**config.mk**
```make
export PLATFORM = sky130hd
export DESIGN_NAME = fdc_host_regs
export DESIGN_NICKNAME = d
export VERILOG_FILES = /design/src/rtl/fdc_regs_pkg.sv /design/src/rtl/fdc_tag_fifo.sv /design/src/rtl/fdc_param_ram.sv /design/src/rtl/fdc_err_latch.sv /design/src/rtl/fdc_host_regs.sv
export SDC_FILE = /design/constraint.sdc
export NUM_CORES = 1
export LEC_CHECK = 0
export BUFFER_PORTS_ARGS = -buffer_cell sky130_fd_sc_hd__buf_2
export CORE_MARGIN = 2
export CORE_UTILIZATION = 40
export CTS_CLUSTER_DIAMETER = 30
export DETAILED_ROUTE_END_ITERATION = 12
export REMOVE_ABC_BUFFERS = 1
export SLEW_MARGIN = 10
export SYNTH_ARGS = -nofsm -noshare
export SYNTH_HDL_FRONTEND = slang
export SYNTH_SLANG_ARGS = --single-unit
```
**constraint.sdc**
```tcl
create_clock -name clk -period 3.3 [get_ports clk]
set_input_delay 0.165 -clock clk [delete_from_list [all_inputs] [get_ports clk]]
set_output_delay 0.165 -clock clk [all_outputs]
set_load 0.05 [all_outputs]
```
**src/rtl/fdc_regs_pkg.sv**
```systemverilog
// Shared constants for the disk controller host register bank.
// Assumes an 8-bit CPU bus with a 3-bit register address.
package fdc_regs_pkg;
    localparam int BYTE_W   = 8;
    localparam int ENTRY_W  = 11;
    localparam int TAG_MARK = 8;
    localparam int TAG_CRCI = 9;
    localparam int TAG_CRCZ = 10;

    // register addresses
    localparam logic [2:0] RA_DATA  = 3'd0;
    localparam logic [2:0] RA_MARK  = 3'd1;
    localparam logic [2:0] RA_ERRCR = 3'd2;
    localparam logic [2:0] RA_PARAM = 3'd3;
    localparam logic [2:0] RA_PHASE = 3'd4;
    localparam logic [2:0] RA_SETUP = 3'd5;
    localparam logic [2:0] RA_MODEC = 3'd6;
    localparam logic [2:0] RA_MODES = 3'd7;

    // error bit values
    localparam logic [7:0] EB_MARKPOP = 8'h02;
    localparam logic [7:0] EB_XFER    = 8'h04;
endpackage

```
**src/rtl/fdc_tag_fifo.sv**
```systemverilog
// Shallow shift FIFO of tagged entries. Entry 0 is always the oldest.
// Assumes DEPTH >= 2. A push and a pop may happen in the same cycle.
// Fullness and emptiness are judged on the count before the edge. clr wins over both.
module fdc_tag_fifo #(
    parameter int DEPTH = 2,
    parameter int W     = 11,
    localparam int CW   = $clog2(DEPTH + 1),
    localparam int IW   = $clog2(DEPTH)
) (
    input  logic          clk,
    input  logic          rst_n,
    input  logic          clr,
    input  logic          push,
    input  logic [W-1:0]  push_data,
    input  logic          pop,
    output logic [CW-1:0] count,
    output logic [W-1:0]  head,
    output logic [W-1:0]  newest,
    output logic          full,
    output logic          empty
);
    logic [W-1:0]  ent [DEPTH];
    logic          pop_ok, push_ok;
    logic [CW-1:0] wr_pos;

    // accept only legal operations and find the slot for the new entry
    always_comb begin
        empty   = (count == '0);
        full    = (count == CW'(DEPTH));
        pop_ok  = pop && !empty;
        push_ok = push && !full;
        wr_pos  = pop_ok ? count - CW'(1) : count;
        head    = ent[0];
        newest  = empty ? '0 : ent[IW'(count - CW'(1))];
    end

    // occupancy counter
    always_ff @(posedge clk) begin
        if (!rst_n || clr) count <= '0;
        else count <= count + {{(CW-1){1'b0}}, push_ok} - {{(CW-1){1'b0}}, pop_ok};
    end

    // per-slot storage: load the pushed entry or shift toward the head
    for (genvar i = 0; i < DEPTH; i++) begin : g_slot
        if (i < DEPTH - 1) begin : g_mid
            always_ff @(posedge clk) begin
                if (push_ok && wr_pos == CW'(i)) ent[i] <= push_data;
                else if (pop_ok) ent[i] <= ent[i+1];
            end
        end else begin : g_last
            always_ff @(posedge clk) begin
                if (push_ok && wr_pos == CW'(i)) ent[i] <= push_data;
            end
        end
    end
endmodule

```
**src/rtl/fdc_param_ram.sv**
```systemverilog
// Small parameter RAM behind one auto-advancing pointer, plus a direct read port
// for the engines. The contents are not reset; the pointer is.
module fdc_param_ram #(
    parameter int DEPTH = 16,
    localparam int PW   = $clog2(DEPTH)
) (
    input  logic          clk,
    input  logic          rst_n,
    input  logic          acc,
    input  logic          we,
    input  logic [7:0]    wdata,
    output logic [7:0]    rdata,
    output logic [PW-1:0] ptr,
    input  logic [PW-1:0] eng_idx,
    output logic [7:0]    eng_val
);
    logic [7:0] mem [DEPTH];

    // pointer steps once per access and wraps at the depth
    always_ff @(posedge clk) begin
        if (!rst_n) ptr <= '0;
        else if (acc) ptr <= ptr + PW'(1);
    end

    // storage write at the pointer
    always_ff @(posedge clk) begin
        if (acc && we) mem[ptr] <= wdata;
    end

    assign rdata   = mem[ptr];
    assign eng_val = mem[eng_idx];
endmodule

```
**src/rtl/fdc_err_latch.sv**
```systemverilog
// First-fault error register: it captures new bits only while empty.
// A read clears it, and a fault in the same cycle as the read is captured.
module fdc_err_latch #(
    parameter int W = 8
) (
    input  logic         clk,
    input  logic         rst_n,
    input  logic [W-1:0] set_bits,
    input  logic         rd_clr,
    output logic [W-1:0] err_q
);
    logic [W-1:0] base;

    // value the register would hold without new faults
    always_comb base = rd_clr ? '0 : err_q;

    // capture the first fault only
    always_ff @(posedge clk) begin
        if (!rst_n) err_q <= '0;
        else if (base == '0) err_q <= set_bits;
        else err_q <= base;
    end
endmodule

```
**src/rtl/fdc_host_regs.sv**
```systemverilog
// Host register bank of a disk controller: decodes CPU accesses to a tagged FIFO,
// the error latch, the parameter RAM and the mode, phase and setup registers.
// It also forms the handshake status. Accesses are single-cycle, with read data
// registered. The CPU has priority over the engines on the shared FIFO ports.
module fdc_host_regs
    import fdc_regs_pkg::*;
#(
    parameter int FIFO_DEPTH = 2,
    parameter int PRM_DEPTH  = 16,
    localparam int CW        = $clog2(FIFO_DEPTH + 1),
    localparam int PW        = $clog2(PRM_DEPTH)
) (
    input  logic               clk,
    input  logic               rst_n,
    input  logic               bus_sel,
    input  logic               bus_we,
    input  logic [2:0]         bus_addr,
    input  logic [7:0]         bus_wdata,
    output logic [7:0]         bus_rdata,
    input  logic               dsk_push,
    input  logic [ENTRY_W-1:0] dsk_push_word,
    input  logic               dsk_pop,
    output logic               dsk_pop_ok,
    output logic [ENTRY_W-1:0] dsk_pop_word,
    input  logic [7:0]         err_in,
    input  logic               drv_absent,
    input  logic               wr_prot,
    output logic               fifo_empty,
    output logic               fifo_full,
    output logic [7:0]         mode_o,
    output logic [7:0]         phase_o,
    output logic [7:0]         setup_o,
    input  logic [PW-1:0]      eng_param_idx,
    output logic [7:0]         eng_param_val
);
    logic               acc_rd, acc_wr, cpu_pop, cpu_push, fifo_clr;
    logic               f_push, f_pop, dsk_take;
    logic [ENTRY_W-1:0] cpu_word, f_wdata, f_head, f_newest;
    logic [CW-1:0]      fifo_cnt;
    logic [7:0]         mode_nx, err_set, err_val, hs, rd_mux, prm_rd;
    logic [PW-1:0]      prm_ptr;
    logic               err_rd;

    // bus decode and the entry a CPU write would push
    always_comb begin
        acc_rd   = bus_sel && !bus_we;
        acc_wr   = bus_sel && bus_we;
        cpu_pop  = acc_rd && (bus_addr == RA_DATA || bus_addr == RA_MARK);
        cpu_push = acc_wr && (bus_addr == RA_DATA || bus_addr == RA_MARK || bus_addr == RA_ERRCR);
        err_rd   = acc_rd && bus_addr == RA_ERRCR;
        cpu_word = '0;
        if (bus_addr == RA_ERRCR) cpu_word[TAG_CRCI] = 1'b1;
        else begin
            cpu_word[BYTE_W-1:0] = bus_wdata;
            cpu_word[TAG_MARK]   = (bus_addr == RA_MARK);
        end
    end

    // mode value after this cycle's write, and the clear it triggers
    always_comb begin
        mode_nx = mode_o;
        if (acc_wr && bus_addr == RA_MODEC) mode_nx = mode_o & ~bus_wdata;
        if (acc_wr && bus_addr == RA_MODES) mode_nx = mode_o | bus_wdata;
        fifo_clr = acc_wr && mode_nx[0];
    end

    // FIFO port arbitration with CPU priority
    always_comb begin
        f_push   = cpu_push || dsk_push;
        f_wdata  = cpu_push ? cpu_word : dsk_push_word;
        dsk_take = dsk_pop && !cpu_pop && !fifo_empty && !fifo_clr;
        f_pop    = cpu_pop || dsk_take;
    end

    fdc_tag_fifo #(.DEPTH(FIFO_DEPTH), .W(ENTRY_W)) u_fifo (
        .clk(clk), .rst_n(rst_n), .clr(fifo_clr), .push(f_push), .push_data(f_wdata),
        .pop(f_pop), .count(fifo_cnt), .head(f_head), .newest(f_newest),
        .full(fifo_full), .empty(fifo_empty)
    );

    // error sources from CPU transfers and the engines
    always_comb begin
        err_set = err_in;
        if (cpu_pop && fifo_empty) err_set = err_set | EB_XFER;
        if (cpu_pop && !fifo_empty && bus_addr == RA_DATA && f_head[TAG_MARK])
            err_set = err_set | EB_MARKPOP;
        if (cpu_push && fifo_full) err_set = err_set | EB_XFER;
    end

    fdc_err_latch #(.W(8)) u_err (
        .clk(clk), .rst_n(rst_n), .set_bits(err_set), .rd_clr(err_rd), .err_q(err_val)
    );

    fdc_param_ram #(.DEPTH(PRM_DEPTH)) u_prm (
        .clk(clk), .rst_n(rst_n), .acc(bus_sel && bus_addr == RA_PARAM), .we(bus_we),
        .wdata(bus_wdata), .rdata(prm_rd), .ptr(prm_ptr),
        .eng_idx(eng_param_idx), .eng_val(eng_param_val)
    );

    // handshake status, direction-dependent fill bits
    always_comb begin
        hs    = '0;
        hs[0] = f_newest[TAG_MARK];
        hs[1] = !fifo_empty && !f_newest[TAG_CRCZ];
        hs[3] = drv_absent || wr_prot;
        hs[5] = (err_val != '0);
        if (mode_o[4]) begin
            hs[7] = !fifo_full;
            hs[6] = fifo_empty;
        end else begin
            hs[7] = !fifo_empty;
            hs[6] = fifo_full;
        end
    end

    // read data selection
    always_comb begin
        case (bus_addr)
            RA_DATA, RA_MARK: rd_mux = fifo_empty ? 8'hFF : f_head[BYTE_W-1:0];
            RA_ERRCR:         rd_mux = err_val;
            RA_PARAM:         rd_mux = prm_rd;
            RA_PHASE:         rd_mux = phase_o;
            RA_SETUP:         rd_mux = setup_o;
            RA_MODEC:         rd_mux = mode_o;
            default:          rd_mux = hs;
        endcase
    end

    // control registers and registered read data
    always_ff @(posedge clk) begin
        if (!rst_n) begin
            mode_o    <= '0;
            phase_o   <= '0;
            setup_o   <= '0;
            bus_rdata <= '0;
        end else begin
            mode_o <= mode_nx;
            if (acc_wr && bus_addr == RA_PHASE) phase_o <= bus_wdata;
            if (acc_wr && bus_addr == RA_SETUP) setup_o <= bus_wdata;
            if (acc_rd) bus_rdata <= rd_mux;
        end
    end

    // engine pop strobe and delivered entry
    always_ff @(posedge clk) begin
        if (!rst_n) begin
            dsk_pop_ok   <= 1'b0;
            dsk_pop_word <= '0;
        end else begin
            dsk_pop_ok <= dsk_take;
            if (dsk_take) dsk_pop_word <= f_head;
        end
    end
endmodule

```
# Word level (Yosys, flattened, before mapping)
# Memory sizes are Yosys's and may differ from the RTL's. A register that Yosys moved wholly into a read port is not among the register bits.
# Cells that the tools add are included.
# op_classes
add_sub_neg,4
n_mux,30
eq_ne,9
bitwise,4
reduce_logical,46
# ops
op,count
8-bit case mux with 6 select lines,1
11-bit two-way mux,4
8-bit two-way mux,5
1-bit logical AND,25
"3-bit == test, second input constant",4
1-bit two-way mux,12
11-bit OR reduction,1
9-bit two-way mux,1
8-bit AND,1
8-bit logical NOT,1
4-bit two-way mux,2
8-bit inverter,1
8-bit OR,1
8-bit nonzero test,1
1-bit logical NOT,7
"3-bit by 2-bit == test with 1-bit output, second input constant",2
1-bit logical OR,6
2-bit two-way mux,3
3-bit two-way mux,2
"4-bit by 1-bit adder with 4-bit output, second input constant",1
2-bit logical NOT,2
"3-bit by 1-bit == test with 1-bit output, second input constant",1
3-bit logical NOT,1
2-bit by 1-bit adder with 2-bit output,1
other kinds (7),7
# word_totals
input_bits,42
register_bits,58
memories,2
ramBits,150
out_inout_bits,54
# mem_list
memory,words,word_bits,rd,rd_ports_with_merged_regs,write_ports,line_no,text
u_prm.mem,16,8,2,1,1,fdc_param_ram.sv:17,logic [7:0] mem [DEPTH];
u_fifo.ent,2,11,3,0,1,fdc_tag_fifo.sv:22,logic [W-1:0] ent [DEPTH];

# Logic depth before layout (Yosys ltp)
# Gate-level depths: netlist of the first run.
# logic_depth
word_depth,16
depth_mapped,12
depth_no_buf,11

# By module
# From an unflattened synthesis of the first run, not the netlist that was laid out.
# unflattened
hier_cells,739
hier_area_um2,10495.1
# by_module_without_submodules
mod,area_each_um2,cells_each,seq_area_each_um2,instances
fdc_param_ram,6319.8,314,4003.8,1
fdc_host_regs,2514.9,301,880.8,1
fdc_tag_fifo,1232.4,81,700.7,1
fdc_err_latch,427.9,43,160.2,1

# Worst setup path after synthesis of the first run
# No wires, ideal clock.
# synth_path
kind,flip-flop to flip-flop
startpoint,register u_fifo.count[0]
endpoint,memory u_fifo.ent[0][0] (data pin)
t_arrival_ns,2.432
required_time_ns,3.040
n_path_buf,2
path_slack_ns,0.607
stages_incl_launch_ff,11
cell_sequence,dfxtp_1 > inv_1 > ha_1 > clkbuf_1 > a21oi_1 > o211ai_2 > inv_1 > ha_1 > a31oi_2 > buf_6 > mux2_4
# synth_via
elab_chain_len,13
elab_cells_between_ends,23
# synth_lines
item,line_no,text
from (decl),fdc_tag_fifo.sv:16,"output logic [CW-1:0] count,"
from (signal assigned),fdc_tag_fifo.sv:40,"else count <= count + {{(CW-1){1'b0}}, push_ok} - {{(CW-1){1'b0}}, pop_ok};"
2-bit logical NOT *,fdc_tag_fifo.sv:28,empty = (count == '0);
via fifo_empty,fdc_host_regs.sv:28,"output logic fifo_empty,"
1-bit logical NOT *,"fdc_tag_fifo.sv:30, fdc_host_regs.sv:71",
1-bit logical AND (2 in a row),fdc_host_regs.sv:71,dsk_take = dsk_pop && !cpu_pop && !fifo_empty && !fifo_clr;
1-bit logical OR,fdc_host_regs.sv:72,f_pop = cpu_pop || dsk_take;
1-bit logical AND *,fdc_tag_fifo.sv:30,pop_ok = pop && !empty;
2-bit two-way mux,fdc_tag_fifo.sv:32,wr_pos = pop_ok ? count - CW'(1) : count;
2-bit by 1-bit == test with 1-bit output / 2-bit logical NOT (equally long branches),"fdc_tag_fifo.sv:52, fdc_tag_fifo.sv:47",
1-bit logical AND (on tied branches),"fdc_tag_fifo.sv:52, fdc_tag_fifo.sv:47",
1-bit two-way mux (on tied branches),"fdc_tag_fifo.sv:52, fdc_tag_fifo.sv:47",
1-bit two-way mux (on tied branches),"fdc_tag_fifo.sv:52, fdc_tag_fifo.sv:48",
11-bit OR reduction (no source line) / 11-bit two-way mux (equally long branches),--,
11-bit two-way mux (no source line) *,--,
to (decl),fdc_tag_fifo.sv:22,
# Mark *: on every way through the listed nets, which the timed path passes. The rest lies on a longest branch.

# Final worst setup path of the first run
# layout_path
startpoint,register u_fifo.count[0]
endpoint,memory u_fifo.ent[0][10] (data pin)
# layout_via
elab_chain_len,13
elab_cells_between_ends,23
# layout_lines
item,line_no
2-bit logical NOT,fdc_tag_fifo.sv:28
1-bit logical NOT,"fdc_tag_fifo.sv:30, fdc_host_regs.sv:71"
1-bit logical AND (2 in a row),fdc_host_regs.sv:71
1-bit logical OR,fdc_host_regs.sv:72
1-bit logical AND,fdc_tag_fifo.sv:30
2-bit two-way mux,fdc_tag_fifo.sv:32
2-bit by 1-bit == test with 1-bit output / 2-bit logical NOT (equally long branches),"fdc_tag_fifo.sv:52, fdc_tag_fifo.sv:47"
1-bit logical AND (on tied branches),"fdc_tag_fifo.sv:52, fdc_tag_fifo.sv:47"
1-bit two-way mux (on tied branches),"fdc_tag_fifo.sv:52, fdc_tag_fifo.sv:47"
1-bit two-way mux (on tied branches),"fdc_tag_fifo.sv:52, fdc_tag_fifo.sv:48"
11-bit OR reduction (no source line) / 11-bit two-way mux (equally long branches),--
11-bit two-way mux (no source line) *,--
# Mark *: on every way between the ends. The rest lies on a longest branch, timed or not.

==> out/qor.json, run 1 <==
{
  "status": {"value": "finished, final reports clean"},
  "synth_top_cells_by_area": {"value": "edfxtp_1 44%, dfxtp_1 12%, mux4_2 11%"},
  "arrival": {"value": 2650, "unit": "ps"},
  "highest_count_cells_in_the_layout_ignoring_fill_and_taps": {"value": "150 x edfxtp_1, 95 x buf_2, 84 x mux2i_1, 61 x dfxtp_1, 51 x mux4_2"},
  "synth_largest_type_area_fraction": {"value": 44.4, "unit": "%"},
  "critical_path_required": {"value": 3590, "unit": "ps"},
  "port-buffer-count": {"value": 95},
  "drtPass1Iterations": {"value": 5},
  "area.growth.synth_to_final": {"value": 24.9, "unit": "%"},
  "synth.lib_cells_used.distinct": {"value": 56},
  "vdd.ir_drop.worst": {"value": 0.000452, "unit": "V"},
  "proportion_of_power_drawn_by_flip_flops_and_latches": {"value": 36.7, "unit": "%"},
  "floorplan.initialDensity": {"value": 40.5, "unit": "%"},
  "route.vias.total": {"value": 6973},
  "ctsHtreeMaxLevel": {"value": 2},
  "detail_route.wl_per_cell": {"value": 22.5, "unit": "um"},
  "cts.clk_slew.worst_paths": {"value": 50, "unit": "ps"},
  "grt_use_total": {"value": 21.6, "unit": "%"},
  "synth_edf_count": {"value": 150},
  "critPathKind": {"value": "flop to flop"},
  "max_stage_delay": {"value": 370, "unit": "ps"},
  "chipHeight": {"value": 163, "unit": "um"},
  "async_reset_ff_share": {"value": 0, "unit": "%"},
  "synthXorXnorAreaFrac": {"value": 0.345, "unit": "%"},
  "ys_warn_count": {"value": 0},
  "ctsResizeCount": {"value": 0},
  "floorplan.die_area": {"value": 26700, "unit": "sq um"},
  "post_cts.repair.setup_buffers": {"value": 0},
  "synth_simple_gate_area_share": {"value": 10.1, "unit": "%"},
  "wire_length_of_the_first_global_routing_pass": {"value": 43.0, "unit": "mm"},
  "fin_crit_sh": {"value": 71.5, "unit": "%"},
  "critical_path.startpoint_type": {"value": "flop"},
  "power_leakage": {"value": 4.57, "unit": "nW"},
  "io_pins": {"value": 96},
  "post_synthesis_cell_area": {"value": 10200, "unit": "sq um"},
  "yosys_register_bits": {"value": 212},
  "finClkSkew": {"value": 20.6, "unit": "ps"},
  "floorplan_die_width": {"value": 163, "unit": "um"},
  "cts_inserted_buffers": {"value": 44},
  "synth_top_family_by_area": {"value": "multiplexers"},
  "mostFrequentLayoutCell": {"value": "edfxtp_1"},
  "wirelength": {"value": 28.1, "unit": "mm"},
  "hold_slack": {"value": 25.1, "unit": "ps"},
  "dp.final_hpwl": {"value": 19.7, "unit": "mm"},
  "detailed_router_s_first_iteration_violation_count": {"value": 625},
  "compound_gate_portion_of_the_synthesized_area": {"value": 7.65, "unit": "%"},
  "layout_filler_cell_count": {"value": 2192},
  "p_comb_share": {"value": 13.5, "unit": "%"},
  "finish.utilization": {"value": 50.7, "unit": "%"},
  "clockRootBuffer": {"value": "clkbuf_16"},
  "cts.hold.buffers_added": {"value": 16},
  "gr-total-overflow": {"value": 0},
  "timing.fmax": {"value": 424, "unit": "MHz"},
  "power.switching_fraction": {"value": 27.3, "unit": "%"},
  "layout-drive-gt1-share": {"value": 29.8, "unit": "%"},
  "first_global_vias": {"value": 6931},
  "synthCells": {"value": 743},
  "totalNegativeSetupSlack": {"value": 0, "unit": "ps"},
  "power-per-cell-area": {"value": 698, "unit": "nW/um^2"},
  "timing_worst_slew_pin_value": {"value": 965, "unit": "ps"},
  "synth_fa_ha_area_share": {"value": 0.986, "unit": "%"},
  "tritoncts_clock_tree": {"value": "built"},
  "crit_chain": {"value": "inv_1, ha_1, a21oi_1, o211ai_2, inv_1, ha_1, a31oi_2, buf_4, mux2_2"},
  "critPathCaptureType": {"value": "flop"},
  "gpl.final_weighted_congestion": {"value": 0.856},
  "num-nets-final": {"value": 928},
  "max_cap_viol_count": {"value": 0},
  "grt_max_degree": {"value": 61},
  "clk-insertion-delay-late": {"value": 540, "unit": "ps"},
  "yosys.area.top_type": {"value": "edfxtp_1"},
  "rows": {"value": 58},
  "synth.yosys.seq_area_share": {"value": 56.6, "unit": "%"},
  "syn-mean-instance-area": {"value": 13.7, "unit": "sq um"},
  "viasPerCell": {"value": 5.60},
  "cts_sinks": {"value": 212},
  "slew_headroom": {"value": 35.7, "unit": "%"},
  "p_sw": {"value": 2.41, "unit": "mW"},
  "setup_viol": {"value": 0},
  "grt_setup_unrepaired": {"value": "no"},
  "drt_drc_violations_left": {"value": 0},
  "route.antenna.remaining_nets": {"value": 0},
  "std_cell_core_area": {"value": 25000, "unit": "sq um"},
  "cpMaxStageDelayCell": {"value": "dfxtp_1"},
  "proportion_of_power_drawn_by_the_clock_network": {"value": 49.8, "unit": "%"},
  "synth_mux_area_share": {"value": 21.4, "unit": "%"},
  "cts-root-to-sink-buffers": {"value": 3},
  "hold_path.class": {"value": "input port to flop"},
  "grt_antenna_before_repair": {"value": 1},
  "critical_path_peak_fanout": {"value": 11},
  "layout_min_cycle_time": {"value": 2360, "unit": "ps"},
  "finalHoldViolations": {"value": 0},
  "maxSlewViolCount": {"value": 0},
  "internal-power": {"value": 6.43, "unit": "mW"},
  "synth_flop_cell": {"value": "edfxtp_1"}
}
-- path summary, 6_finish.rpt --
kind	from	endpoint	slack [ps]	cells after the start
hold reg to reg	u_err.err_q[1]$_SDFF_PN0_	u_err.err_q[1]$_SDFF_PN0_	520	2
hold / removal	dsk_push_word[9]	u_fifo.ent[1][9]$_DFFE_PP_	30	3
setup / recovery	u_fifo.count[0]$_SDFF_PP0_	u_fifo.ent[0][10]$_DFFE_PP_	940	9
setup reg to reg	u_fifo.count[0]$_SDFF_PP0_	u_fifo.ent[0][10]$_DFFE_PP_	940	9
-- sequential cells by signal, indices dropped and copies added (netlist names), named ones only --
signal        cells
setup_o           8
bus_rdata         8
phase_o           8
u_fifo.ent       22
u_fifo.count      2
mode_o            8
dsk_pop_word     11
u_err.err_q       8
dsk_pop_ok        1
u_prm.ptr         4
u_prm.mem       128
-- final cells by class --
| type | count | area (sq um) | share of cell area, % |
|---|---|---|---|
| Sequential cell | 212 | 5750 | 45.3 |
| Multi-Input combinational cell | 469 | 4110 | 32.4 |
| Clock buffer | 48 | 1130 | 8.88 |
| Timing Repair Buffer | 139 | 858 | 6.77 |
| Tap cell | 330 | 413 | 3.26 |
| Clock inverter | 34 | 382 | 3.01 |
| Inverter | 12 | 45.0 | 0.355 |
| Antenna cell | 2 | 5.00 | 0.0395 |
-- Yosys cell counts, drive strengths merged (6+ instances only) --
library cell / n
mux4: 51
and2: 6
a211oi: 8
nand3: 16
a31oi: 8
nand2b: 14
buf: 33
nor3: 13
dfxtp: 62
edfxtp: 150
ha: 8
clkbuf: 17
mux2i: 84
nand2: 46
nor2b: 48
mux2: 13
a22oi: 25
nor2: 32
a21oi: 17
inv: 12
o211ai: 7
o21ai: 26
-- layer usage --
metal,vias up,share of wire (%),track usage (%)
met1,3467,44,30.3
met5,-,0,0
li1,3165,-,-
met4,0,1.9,5.47
met2,290,47,34.2
met3,51,7.5,4.47
-- stage by stage --
step | power (mW) | cells | instance area (sq um) | setup slack (ps)
finish | 8.85 | 1246 | 12700 | 939
CTS | 8.91 | 1244 | 12700 | 930
global placement | 4.46 | 1146 | 11000 | 860
global route | 9.17 | 1244 | 12700 | 797
floorplan | 4.06 | 693 | 9900 | 232
detailed placement | 4.47 | 1146 | 11000 | 797
-- critical path, delay by kind of cell, from the launching register on --
family	cells	cell delay, ps
AO/OA/AOI/OAI	3	470
adder cells (fa/ha/maj)	2	470
flip-flops	1	370
multiplexers	1	350
buffers and inverters	3	450
-- kinds of logic (layout without fill, tap and decap cells) --
family	Yosys count	count (layout)
fa+ha+maj	8	8
buf+inv	62	233
compound gates	113	113
simple gates	196	196
flops	212	212
other cells	0	2
xor+xnor	4	4
mux	148	148
-- power groups by stage --
stage / logic [mW] / clock network, mW / registers (mW)
after floorplan: 0.687 / 0 / 3.37
final: 1.20 / 4.41 / 3.24
after detailed placement: 1.18 / 0 / 3.29
after global placement: 1.17 / 0 / 3.29
after CTS: 1.20 / 4.46 / 3.24
after global routing: 1.30 / 4.61 / 3.26
(Power assumes the default switching activity.)
==> run 2, diff against run 1 <==
Clock period 3.3 ns to 2 ns, I/O delays scaled along.
==> out/qor.json, run 2 (synthesis results as in run 1) <==
{
  "status": {"value": "finished with violations"},
  "violations": {"value": "setup timing"},
  "wire_length_of_the_first_global_routing_pass": {"value": 44.6, "unit": "mm"},
  "grt_antenna_before_repair": {"value": 0},
  "route.antenna.remaining_nets": {"value": 0},
  "critPathCaptureType": {"value": "output pin"},
  "crit_top_cell": {"value": "mux4_2"},
  "antenna_cells_inserted": {"value": 0},
  "layout_filler_cell_count": {"value": 2072},
  "cts_inserted_buffers": {"value": 47},
  "finalNonFillerCells": {"value": 1334},
  "p_sw": {"value": 4.18, "unit": "mW"},
  "critical_path.startpoint_type": {"value": "flop"},
  "first_global_vias": {"value": 7370},
  "critical_path_peak_fanout": {"value": 2},
  "min_from": {"value": "bus_wdata[7]"},
  "reg_top3": {"value": "u_prm.mem: 128 flops, u_fifo.ent: 22 flops, dsk_pop_word: 11 flops"},
  "arrival": {"value": 2150, "unit": "ps"},
  "detail_route.wl_per_cell": {"value": 22.5, "unit": "um"},
  "finish.utilization": {"value": 54.9, "unit": "%"},
  "ctsHtreeMaxLevel": {"value": 2},
  "gr-total-overflow": {"value": 0},
  "detailed_router_s_first_iteration_violation_count": {"value": 768},
  "critical_path_required": {"value": 1900, "unit": "ps"},
  "rows": {"value": 58},
  "slew_headroom": {"value": 64.2, "unit": "%"},
  "drt_drc_violations_left": {"value": 0},
  "gpl.final_weighted_congestion": {"value": 0.884},
  "floorplan.initialDensity": {"value": 40.5, "unit": "%"},
  "proportion_of_power_drawn_by_the_clock_network": {"value": 50.6, "unit": "%"},
  "tritoncts_clock_tree": {"value": "built"},
  "port-buffer-count": {"value": 95},
  "number_of_flip_flops_in_the_largest_register": {"value": 128},
  "hold_slack": {"value": 33.5, "unit": "ps"},
  "grt_setup_unrepaired": {"value": "yes"},
  "placed_cells": {"value": 1201},
  "drtPass1Iterations": {"value": 5},
  "timing.fmax": {"value": 445, "unit": "MHz"},
  "proportion_of_power_drawn_by_flip_flops_and_latches": {"value": 33.5, "unit": "%"},
  "final_cell_area_excluding_filler_cells": {"value": 13700, "unit": "sq um"},
  "detailedPlace.worstSlack": {"value": -173, "unit": "ps"},
  "num-nets-final": {"value": 1015},
  "floorplan_die_width": {"value": 163, "unit": "um"},
  "power_leakage": {"value": 5.15, "unit": "nW"},
  "layout_min_cycle_time": {"value": 2250, "unit": "ps"},
  "finalHoldViolations": {"value": 0},
  "cpMaxStageDelayCell": {"value": "mux4_2"},
  "worst_r2r_startpoint": {"value": "u_fifo.count[0]$_SDFF_PP0_"},
  "cts_sinks": {"value": 212},
  "crit_chain": {"value": "mux4_2, mux4_2, buf_6"},
  "critPathKind": {"value": "flop to output pin"},
  "dpl_cell_area": {"value": 11500, "unit": "sq um"},
  "clk-insertion-delay-late": {"value": 540, "unit": "ps"},
  "route.vias.total": {"value": 7349},
  "max_stage_delay": {"value": 520, "unit": "ps"},
  "finClkSkew": {"value": 13.2, "unit": "ps"},
  "p_comb_share": {"value": 16.0, "unit": "%"},
  "internal-power": {"value": 11.7, "unit": "mW"},
  "floorplan.die_area": {"value": 26700, "unit": "sq um"},
  "fin_crit_sh": {"value": 112, "unit": "%"},
  "power.switching_fraction": {"value": 26.3, "unit": "%"},
  "mostFrequentLayoutCell": {"value": "edfxtp_1"},
  "maxSlewViolCount": {"value": 0},
  "max_cap_viol_count": {"value": 0},
  "chipHeight": {"value": 163, "unit": "um"},
  "setup_viol": {"value": 14},
  "std_cell_core_area": {"value": 25000, "unit": "sq um"},
  "timing_worst_slew_pin_value": {"value": 532, "unit": "ps"},
  "cts-root-to-sink-buffers": {"value": 3},
  "dp.final_hpwl": {"value": 20.5, "unit": "mm"},
  "power-per-cell-area": {"value": 1160, "unit": "nW/um^2"},
  "highest_count_cells_in_the_layout_ignoring_fill_and_taps": {"value": "150 x edfxtp_1, 93 x buf_4, 87 x buf_2, 81 x mux2i_1, 58 x dfxtp_1"},
  "crit_path_start": {"value": "u_prm.mem[1][0]$_DFFE_PP_"},
  "wirelength": {"value": 30.0, "unit": "mm"},
  "cts.clk_slew.worst_paths": {"value": 50, "unit": "ps"},
  "max_flop_register": {"value": "u_prm.mem"},
  "viasPerCell": {"value": 5.51},
  "setup_slack": {"value": -250, "unit": "ps"},
  "grt_use_total": {"value": 22.5, "unit": "%"},
  "vdd.ir_drop.worst": {"value": 0.00105, "unit": "V"},
  "grt_max_degree": {"value": 44},
  "layout-drive-gt1-share": {"value": 37.5, "unit": "%"},
  "io_pins": {"value": 96},
  "hold_path.class": {"value": "input port to flop"},
  "area.growth.synth_to_final": {"value": 35.4, "unit": "%"},
  "clockRootBuffer": {"value": "clkbuf_16"}
}
[run 2: cell types whose count changed in the layout (fill, tap and decap cells not counted), sizes merged]
cell,delta
bufinv,+4
dlygate4sd3,+7
buf,+76
a31o,+1
clkbuf,+3
diode,-2
clkinv,+3
clkinvlp,-4
[run 2: worst paths after layout]
path	endpoint	slack (ps)	cells after the start
worst max-delay path	eng_param_val[0]	-250	3
worst min-delay path	u_prm.mem[11][7]$_DFFE_PP_	30	1
worst min register to register	u_err.err_q[1]$_SDFF_PN0_	490	2
worst max register to register	u_fifo.ent[0][6]$_DFFE_PP_	-40	9
[run 2: area by class of cell]
type / count / area (sq um) / area share [%]
flip-flops and latches: 212 / 5750 / 41.9
multi-input cells: 470 / 4230 / 30.7
repair buffers: 222 / 1640 / 11.9
clock buffers: 51 / 1210 / 8.81
clock inverters: 37 / 454 / 3.30
well taps: 330 / 413 / 3.00
inverters: 12 / 47.5 / 0.346
[run 2: repair_timing]
item,CTS,global route
hold buffers,23,0
resized for setup,31,19
pin swaps,4,8
cloned,1,1
endpoints found under the hold margin,32,0
endpoints found under the setup margin,31,46
setup buffers,15,7
[run 2: power groups by stage]
stage	Clock [mW]	Sequential, mW	Combinational, mW
finish	8.05	5.33	2.55
global route	8.38	5.35	2.71
CTS	8.15	5.32	2.41
detailed placement	0	5.40	2.14
global placement	0	5.39	2.12
floorplan	0	5.56	1.13
[run 2: per-layer routing]
metal / share of wire [%] / vias up / GRT usage [%]
met5: 0 / - / 0
met4: 2.7 / 0 / 7.20
met3: 6.8 / 71 / 4.27
met2: 48 / 310 / 36.7
met1: 43 / 3633 / 30.4
li1: - / 3335 / -
[run 2: stage by stage]
stage          power (mW)  TNS [ps]
3_3_place_gp         7.51     -1400
6_report             15.9     -1920
2_1_floorplan        6.70    -27750
4_1_cts              15.9     -2240
5_1_grt              16.4     -3240
3_5_place_dp         7.53     -2080
[run 2: critical path, delay by kind of cell (launching register included)]
family	cells	cell delay, ps
muxes	2	1020
buffers and inverters	1	180
DFF	1	420
==> run 3, diff against run 2 <==
Settings changed: RECOVER_POWER set to 100.
==> out/qor.json, run 3 (synthesis results as in run 1) <==
{
  "floorplan.die_area": {"value": 26700, "unit": "sq um"},
  "placed_cells": {"value": 1201},
  "crit_chain": {"value": "mux4_2, mux4_2, buf_6"},
  "max_flop_register": {"value": "u_prm.mem"},
  "cts_inserted_buffers": {"value": 47},
  "gpl.final_weighted_congestion": {"value": 0.884},
  "finalNonFillerCells": {"value": 1334},
  "finalHoldViolations": {"value": 0},
  "tritoncts_clock_tree": {"value": "built"},
  "detailed_router_s_first_iteration_violation_count": {"value": 808},
  "detail_route.wl_per_cell": {"value": 22.4, "unit": "um"},
  "status": {"value": "finished with violations"},
  "setup_slack": {"value": -233, "unit": "ps"},
  "dp.final_hpwl": {"value": 20.5, "unit": "mm"},
  "wirelength": {"value": 29.9, "unit": "mm"},
  "slew_headroom": {"value": 27.7, "unit": "%"},
  "grt_setup_unrepaired": {"value": "yes"},
  "route.vias.total": {"value": 7353},
  "worst_r2r_startpoint": {"value": "u_fifo.count[0]$_SDFF_PP0_"},
  "power_leakage": {"value": 4.81, "unit": "nW"},
  "grt_max_degree": {"value": 44},
  "clk-insertion-delay-late": {"value": 540, "unit": "ps"},
  "cpMaxStageDelayCell": {"value": "mux4_2"},
  "critical_path_required": {"value": 1900, "unit": "ps"},
  "mostFrequentLayoutCell": {"value": "edfxtp_1"},
  "crit_top_cell": {"value": "mux4_2"},
  "r2r_slack": {"value": -130, "unit": "ps"},
  "layout-drive-gt1-share": {"value": 29.4, "unit": "%"},
  "violations": {"value": "setup timing"},
  "hold_slack": {"value": 142, "unit": "ps"},
  "timing.fmax": {"value": 448, "unit": "MHz"},
  "arrival": {"value": 2130, "unit": "ps"},
  "r2r.worst_path.cells": {"value": 9},
  "num-nets-final": {"value": 1015},
  "highest_count_cells_in_the_layout_ignoring_fill_and_taps": {"value": "150 x edfxtp_1, 81 x mux2i_1, 81 x clkbuf_1, 58 x dfxtp_1, 51 x mux4_2"},
  "timing_worst_slew_pin_value": {"value": 1090, "unit": "ps"},
  "drtPass1Iterations": {"value": 5},
  "layout_min_cycle_time": {"value": 2230, "unit": "ps"},
  "final_cell_area_excluding_filler_cells": {"value": 13500, "unit": "sq um"},
  "floorplan.initialDensity": {"value": 40.5, "unit": "%"},
  "io_pins": {"value": 96},
  "std_cell_core_area": {"value": 25000, "unit": "sq um"},
  "chipHeight": {"value": 163, "unit": "um"},
  "worst_setup_path_endpoint": {"value": "eng_param_val[0]"},
  "antenna_cells_inserted": {"value": 0},
  "power-per-cell-area": {"value": 1170, "unit": "nW/um^2"},
  "wire_length_of_the_first_global_routing_pass": {"value": 44.6, "unit": "mm"},
  "grt_antenna_before_repair": {"value": 0},
  "finClkSkew": {"value": 14.4, "unit": "ps"},
  "grt_use_total": {"value": 22.5, "unit": "%"},
  "gr-total-overflow": {"value": 0},
  "port-buffer-count": {"value": 95},
  "max_stage_delay": {"value": 510, "unit": "ps"},
  "vdd.ir_drop.worst": {"value": 0.00102, "unit": "V"},
  "drt_drc_violations_left": {"value": 0},
  "maxSlewViolCount": {"value": 0},
  "crit_path_start": {"value": "u_prm.mem[1][0]$_DFFE_PP_"},
  "first_global_vias": {"value": 7370},
  "clockRootBuffer": {"value": "clkbuf_16"},
  "setup_viol": {"value": 45},
  "hold_path.class": {"value": "input port to flop"},
  "cts-root-to-sink-buffers": {"value": 3},
  "number_of_flip_flops_in_the_largest_register": {"value": 128},
  "critPathCaptureType": {"value": "output pin"},
  "max_cap_viol_count": {"value": 0},
  "cts_sinks": {"value": 212},
  "timing.rr.end": {"value": "u_fifo.ent[0][6]$_DFFE_PP_"},
  "dpl_cell_area": {"value": 11500, "unit": "sq um"},
  "floorplan_die_width": {"value": 163, "unit": "um"},
  "reg_top3": {"value": "u_prm.mem: 128 flops, u_fifo.ent: 22 flops, dsk_pop_word: 11 flops"},
  "viasPerCell": {"value": 5.51},
  "critical_path_peak_fanout": {"value": 2},
  "area.growth.synth_to_final": {"value": 33.1, "unit": "%"},
  "route.antenna.remaining_nets": {"value": 0},
  "rows": {"value": 58},
  "ctsHtreeMaxLevel": {"value": 2},
  "cts.clk_slew.worst_paths": {"value": 40, "unit": "ps"},
  "critPathKind": {"value": "flop to output pin"},
  "fin_crit_sh": {"value": 112, "unit": "%"},
  "critical_path.startpoint_type": {"value": "flop"}
}
-- run 3: changes by cell type in the layout (fill, tap and decap cells not counted), sizes merged --
cell and change:
buf -97, clkbuf +97
-- run 3: power breakdown --
group	leakage, nW	total, mW	switching (mW)	internal (mW)
combinational	2.12	2.48	1.45	1.03
sequential	1.86	5.33	0.219	5.11
clock	0.825	8.04	2.50	5.54
-- run 3: per-stage QoR --
| stage | TNS [ps] | worst slack, ps | utilization, % | total power, mW |
|---|---|---|---|---|
| floorplan | -27750 | -1070 | - | 6.70 |
| global placement | -1400 | -137 | 45.9 | 7.51 |
| detailed placement | -2080 | -173 | 45.9 | 7.53 |
| CTS | -2240 | -255 | 54.5 | 15.9 |
| global route | -7520 | -276 | 54.0 | 16.4 |
| finish | -3820 | -233 | 54.0 | 15.9 |
-- run 3: repair_timing --
| item | CTS | global route |
|---|---|---|
| endpoints found under the setup margin | 31 | 46 |
| resized for setup | 31 | 19 |
| hold buffers | 23 | 0 |
| setup buffers | 15 | 7 |
| endpoints found under the hold margin | 32 | 0 |
| gates cloned | 1 | 1 |
| pin swaps | 4 | 8 |
-- run 3: cell type report --
cell class | instances | area (sq um)
Clock buffer | 51 | 1210
Clock inverter | 37 | 454
Fill cell | 2129 | 11500
Inverter | 12 | 47.5
Multi-Input combinational cell | 470 | 4200
Sequential cell | 212 | 5750
Tap cell | 330 | 413
Timing Repair Buffer | 222 | 1440
-- run 3: how the worst min path moves through the flow --
stage | start | end | slack, ps | cells after the start
2_1_floorplan | bus_wdata[0] | u_prm.mem[0][0]$_DFFE_PP_ | 200 | 0
3_3_place_gp | err_in[0] | u_err.err_q[0]$_SDFF_PN0_ | 380 | 3
3_5_place_dp | err_in[0] | u_err.err_q[0]$_SDFF_PN0_ | 390 | 3
4_1_cts | bus_wdata[2] | u_prm.mem[8][2]$_DFFE_PP_ | 10 | 1
5_1_grt | bus_sel | flop | 130 | 4
6_report | bus_sel | flop | 140 | 4
-- run 3: layer usage --
layer / routed length [um] / up-vias / track usage, % / part of all wire, %
met5: 0 / - / 0 / 0
met4: 828 / 0 / 7.20 / 2.8
met3: 2000 / 72 / 4.27 / 6.7
met2: 14300 / 312 / 36.7 / 48
met1: 12800 / 3636 / 30.4 / 43
li1: - / 3333 / - / -
-- run 3: worst max-delay path, delay by kind of cell, from the launching register on --
kind	cells	cell delay, ps
buf+inv	1	180
mux	2	1000
flops	1	420
